### config.mk
export PLATFORM = sky130hd
export DESIGN_NAME = rx_char_queue
export DESIGN_NICKNAME = d
export VERILOG_FILES = /design/src/rtl/rxq_pkg.sv /design/src/rtl/rxq_ctrl.sv /design/src/rtl/rxq_store.sv /design/src/rtl/rx_char_queue.sv
export SDC_FILE = /design/constraint.sdc
export NUM_CORES = 1
export LEC_CHECK = 0
export ABC_AREA = 1
export BUFFER_PORTS_ARGS = -buffer_cell sky130_fd_sc_hd__clkbuf_2
export CAP_MARGIN = 20
export CORE_ASPECT_RATIO = 1.25
export CORE_MARGIN = 1.5
export CORE_UTILIZATION = 60
export CTS_BUF_LIST = sky130_fd_sc_hd__clkbuf_4
export CTS_CLUSTER_SIZE = 30
export DETAILED_ROUTE_END_ITERATION = 8
export PLACE_DENSITY = 0.78
export SLEW_MARGIN = 20
export SYNTH_ARGS = -nofsm -noshare
export SYNTH_HDL_FRONTEND = slang
export SYNTH_SLANG_ARGS = --single-unit
### constraint.sdc
create_clock -name clk -period 4.1 [get_ports clk]
set_input_delay 0.205 -clock clk [delete_from_list [all_inputs] [get_ports clk]]
set_output_delay 0.205 -clock clk [all_outputs]
set_load 0.05 [all_outputs]
### src/rtl/rxq_pkg.sv
package rxq_pkg;
  // Capacity in effect for a given mode.
  function automatic int unsigned cap_of(input logic big, input int unsigned deep);
    return big ? deep : 1;
  endfunction

  // Advance a position, wrapping at the effective capacity.
  function automatic int unsigned wrap_inc(input int unsigned p, input int unsigned cap);
    return (p + 1 >= cap) ? 0 : p + 1;
  endfunction
endpackage

### src/rtl/rxq_ctrl.sv
module rxq_ctrl #(
  parameter int DEEP  = 16,
  parameter int PTR_W = $clog2(DEEP),
  parameter int CNT_W = $clog2(DEEP + 1)
) (
  input  logic             clk,
  input  logic             rst_n,
  input  logic             push_valid,
  input  logic             pop,
  input  logic             fifo_en,
  input  logic             rx_flush,
  output logic             wr_en,
  output logic [PTR_W-1:0] wr_ptr,
  output logic [PTR_W-1:0] rd_ptr,
  output logic [CNT_W-1:0] count,
  output logic             mode,
  output logic             mode_change,
  output logic             flush_evt,
  output logic             overrun,
  output logic [CNT_W-1:0] cap
);
  logic normal, pop_ok, push_ok, refuse;

  assign mode_change = (fifo_en != mode);
  assign flush_evt   = !mode_change && rx_flush && mode;
  assign normal      = !mode_change && !flush_evt;
  assign cap         = CNT_W'(rxq_pkg::cap_of(mode, DEEP));
  assign pop_ok      = normal && pop && (count != '0);
  assign push_ok     = normal && push_valid && ((count < cap) || pop_ok);
  assign refuse      = normal && push_valid && !push_ok;
  assign wr_en       = push_ok;

  always_ff @(posedge clk or negedge rst_n) begin
    if (!rst_n) begin
      mode    <= 1'b0;
      wr_ptr  <= '0;
      rd_ptr  <= '0;
      count   <= '0;
      overrun <= 1'b0;
    end else begin
      overrun <= refuse;
      mode    <= fifo_en;
      if (!normal) begin
        wr_ptr <= '0;
        rd_ptr <= '0;
        count  <= '0;
      end else begin
        if (push_ok) wr_ptr <= PTR_W'(rxq_pkg::wrap_inc(32'(wr_ptr), 32'(cap)));
        if (pop_ok)  rd_ptr <= PTR_W'(rxq_pkg::wrap_inc(32'(rd_ptr), 32'(cap)));
        case ({push_ok, pop_ok})
          2'b10:   count <= count + 1'b1;
          2'b01:   count <= count - 1'b1;
          default: count <= count;
        endcase
      end
    end
  end
endmodule

### src/rtl/rxq_store.sv
module rxq_store #(
  parameter int DEEP   = 16,
  parameter int DATA_W = 8,
  parameter int PTR_W  = $clog2(DEEP)
) (
  input  logic              clk,
  input  logic              wr_en,
  input  logic [PTR_W-1:0]  wr_ptr,
  input  logic [DATA_W-1:0] wr_data,
  input  logic [PTR_W-1:0]  rd_ptr,
  output logic [DATA_W-1:0] rd_data
);
  logic [DATA_W-1:0] mem [DEEP];

  always_ff @(posedge clk) begin
    if (wr_en) mem[wr_ptr] <= wr_data;
  end

  assign rd_data = mem[rd_ptr];
endmodule

### src/rtl/rx_char_queue.sv
module rx_char_queue #(
  parameter int DEEP   = 16,
  parameter int DATA_W = 8,
  localparam int PTR_W = $clog2(DEEP),
  localparam int CNT_W = $clog2(DEEP + 1)
) (
  input  logic              clk,
  input  logic              rst_n,
  input  logic              push_valid,
  input  logic [DATA_W-1:0] push_data,
  input  logic              pop,
  input  logic              fifo_en,
  input  logic              rx_flush,
  output logic [DATA_W-1:0] head_data,
  output logic [CNT_W-1:0]  count,
  output logic              not_empty,
  output logic              full,
  output logic              overrun
);
  logic             wr_en, mode, mode_change, flush_evt;
  logic [PTR_W-1:0] wr_ptr, rd_ptr;
  logic [CNT_W-1:0] cap;
  logic [DATA_W-1:0] rd_data;

  rxq_ctrl #(.DEEP(DEEP)) u_ctrl (
    .clk(clk), .rst_n(rst_n), .push_valid(push_valid), .pop(pop),
    .fifo_en(fifo_en), .rx_flush(rx_flush), .wr_en(wr_en),
    .wr_ptr(wr_ptr), .rd_ptr(rd_ptr), .count(count), .mode(mode),
    .mode_change(mode_change), .flush_evt(flush_evt),
    .overrun(overrun), .cap(cap)
  );

  rxq_store #(.DEEP(DEEP), .DATA_W(DATA_W)) u_store (
    .clk(clk), .wr_en(wr_en), .wr_ptr(wr_ptr), .wr_data(push_data),
    .rd_ptr(rd_ptr), .rd_data(rd_data)
  );

  assign not_empty = (count != '0);
  assign full      = (count == cap);
  assign head_data = not_empty ? rd_data : '1;
endmodule

==> summary.md <==
| Metric | Value |
|---|---|
| Initial Util | `0.611` |
| RSZ-0062 raised after global routing | `false` |
| Critical Path, Cell by Cell | `inv_1 -> o211ai_1 -> nand3_1 -> nand3_1 -> clkbuf_2` |
| CP max FO | `21` |
| Largest stage delay, worst path | `0.91 ns` |
| Share of the yosys chip area belonging to registers | `0.657` |
| CTS clk-pin slew, worst paths | `0.13 ns` |
| WL per Instance | `19.2 um` |
| Worst ir drop on vdd | `192 uV` |
| Total iterations of the first detailed-routing run | `7` |
| Final routed DRC violation total | `0` |
| Avg Inst Size Synth | `11.5 sq um` |
| Syn_nets | `589` |
| Startpoint class of the critical path | `register` |
| Origin of the worst setup path | `u_ctrl.rd_ptr[2]$_DFFE_PN0P_` |
| Total grt overflow | `0` |
| Via count | `4318` |
| Synthesis-stage register bit count | `143` |
| Max-slew violations | `0` |
| Postcts setup bufs | `0` |
| CTS Buffer Depth | `2` |
| Row cnt | `42` |
| Critical path's slowest cell | `dfrtp_1` |
| WP buf/inv | `2` |
| F_max | `0.323 GHz` |
| Count of cell types in the netlist | `29` |
| Top post-synthesis cells by area | `edfxtp_1 (60%), nor2_1 (7.2%), dfrtp_1 (5.8%)` |
| Delay-heaviest family, CP | `flip-flops` |
| Initial antenna violation count | `1` |
| Final HPWL from detailed placement | `8860 um` |
| Die height | `119 um` |
| Hold Startpoint | `pop` |
| # setup viols final | `0` |
| WP data arrival | `2.90 ns` |
| H-tree Lvls | `4` |
| Leak | `2.57 nW` |
| Initial drt markers | `407` |
| Hold slack | `0.0668 ns` |
| Clock Tree Root | `clkbuf_4` |
| Fin crit share | `0.756` |
| Fin worst setup slack | `1.00 ns` |
| Largest net degree at the start of global routing | `69` |
| Worst-Skew Late Latency | `0.54 ns` |
| Final antenna-violating net count | `0` |
| Slew HR | `0.278` |
| Number of buffers created by CTS | `17` |
| TritonCTS clock tree | `done` |
| Post-Syn Area | `6420 sq um` |
| Die width | `95.5 um` |
| CTS Sinks | `143` |
| Max Cap Viol | `0` |
| Warnings from Yosys | `0` |
| Post-synth top cells | `edfxtp_1 (128), nor2_1 (123), o21ai_0 (61)` |
| Cells on Worst Hold Path | `4` |
| Post-synth EDFFs | `128` |
| Final WL | `14000 um` |
| Most common cell in the synthesized netlist | `edfxtp_1` |
| Total track usage | `0.265` |
| Critical path endpoint category | `primary output` |
| Post-synth top area cell | `edfxtp_1` |
| Util after Layout | `0.662` |
| Pre-CTS WS | `1.62 ns` |
| Share of layout cells above drive strength 1 | `0.150` |
| Top_reg_cell synth | `edfxtp_1` |
| Final Hold Viols | `0` |
| Number of port buffers | `29` |
| Core ar. | `10500 sq um` |
| Reg2reg path depth | `9` |
| Syn-to-layout area delta | `8.34%` |
| Final min period | `3.10 ns` |
| Tightest Pin Transition | `1.08 ns` |
| Asr flop ratio synth | `0.105` |
| Vias in the first global route | `4216` |
| Nets | `615` |
| Vias per cell | `5.90` |
| Share of the synthesized area in the top cell type | `0.599` |
| Setup CP Type | `register to primary output` |
| Worst path depth | `5` |
| FF-to-FF Start | `u_ctrl.mode$_DFF_PN0_` |
| Sum Neg Setup Slack | `0 ns` |
| Post-cts repair resize count | `0` |
| Hold Path Class | `input port to register` |
| Status | `finished, final reports clean` |
| Power Dens Cells | `426 nW/um^2` |
| Number of fill cells in the layout | `794` |
| Final Skew | `0.0222 ns` |
| First-pass GRT wire length | `21800 um` |
| Post-Synthesis Cells | `560` |
| Gpl congestion | `0.920` |
| WP data required | `3.89 ns` |
| IO Count | `30` |
| Crit-path most repeated cell | `nand3_1` |
| Die area | `11300 sq um` |
-- kinds of logic after synthesis --
| logic type | synth area share |
|---|---|
| AND/OR/NAND/NOR | 0.173 |
| flip-flops | 0.657 |
| AO/OA/AOI/OAI | 0.0912 |
| buffers and inverters | 0.0431 |
| adder cells (fa/ha/maj) | 0.0304 |
| XOR/XNOR | 0.00546 |
-- metrics by stage --
stage | cells | instance area, sq um | total power (W)
floorplan | 560 | 6420 | 0.00187
global route | 732 | 6960 | 0.00306
detailed placement | 696 | 6570 | 0.00195
finish | 732 | 6960 | 0.00296
global placement | 696 | 6560 | 0.00194
CTS | 731 | 6950 | 0.00297
-- per-layer routing --
metal	routed length (um)	vias up	GRT usage
met5	0	-	0
met4	408	0	0.108
met3	999	33	0.0495
met2	7090	213	0.427
met1	5550	2032	0.350
li1	-	2040	-
-- flip-flops by register name (all words and copies together), names as in the netlist --
register	count
u_ctrl.count	5
u_ctrl.mode	1
u_ctrl.overrun	1
u_ctrl.rd_ptr	4
u_ctrl.wr_ptr	4
u_store.mem	128
-- path summary, 6_finish.rpt --
path	slack, ns	to
setup / recovery	1.0	head_data[1]
hold / removal	0.07	u_ctrl.overrun$_DFF_PN0_
setup reg to reg	1.59	u_store.mem[1][5]$_DFFE_PP_
hold reg to reg	0.64	u_ctrl.wr_ptr[1]$_DFFE_PN0P_
max in group asynchronous	3.67	u_ctrl.rd_ptr[0]$_DFFE_PN0P_
min in group asynchronous	0.10	u_ctrl.overrun$_DFF_PN0_
-- cells in the final DEF (no fill, tap or decap), types with 4 or more instances in the layout --
master	instances
nor2_1	123
ha_1	14
nand2_2	5
inv_2	5
bufinv_16	5
nand3_1	41
clkbuf_2	29
inv_1	19
clkbuf_4	17
edfxtp_1	128
nand2_4	5
o21ai_1	5
o21ai_0	61
nand2_1	53
dfrtp_1	13
nor2_2	4
o211ai_1	32
-- power by group --
part	leakage [nW]	switching, W	internal [W]
Combinational	1.04	0.000241	0.0000707
Clock	0.177	0.000502	0.000543
Sequential	1.35	0.0000107	0.00160
-- tightest hold or removal path: cells and delay by family --
kind | cells | cell delay (ns)
buffers and inverters | 1 | 0.12
and+or+nand+nor | 3 | 0.26
-- layout make-up --
type	instances	area (sq um)	share of cell area
Antenna cell	1	2.50	0.000360
Clock buffer	17	128	0.0183
Clock inverter	15	218	0.0313
Inverter	25	98.8	0.0142
Multi-Input combinational cell	366	1940	0.279
Sequential cell	143	4220	0.607
Tap cell	132	165	0.0237
Timing Repair Buffer	33	183	0.0263
-- what timing repair did --
action	CTS	global route
endpoints found under the hold margin	17	0
hold buffers	3	0
setup endpoints to repair	0	0
Note: power is estimated with default switching activity, not from simulation.
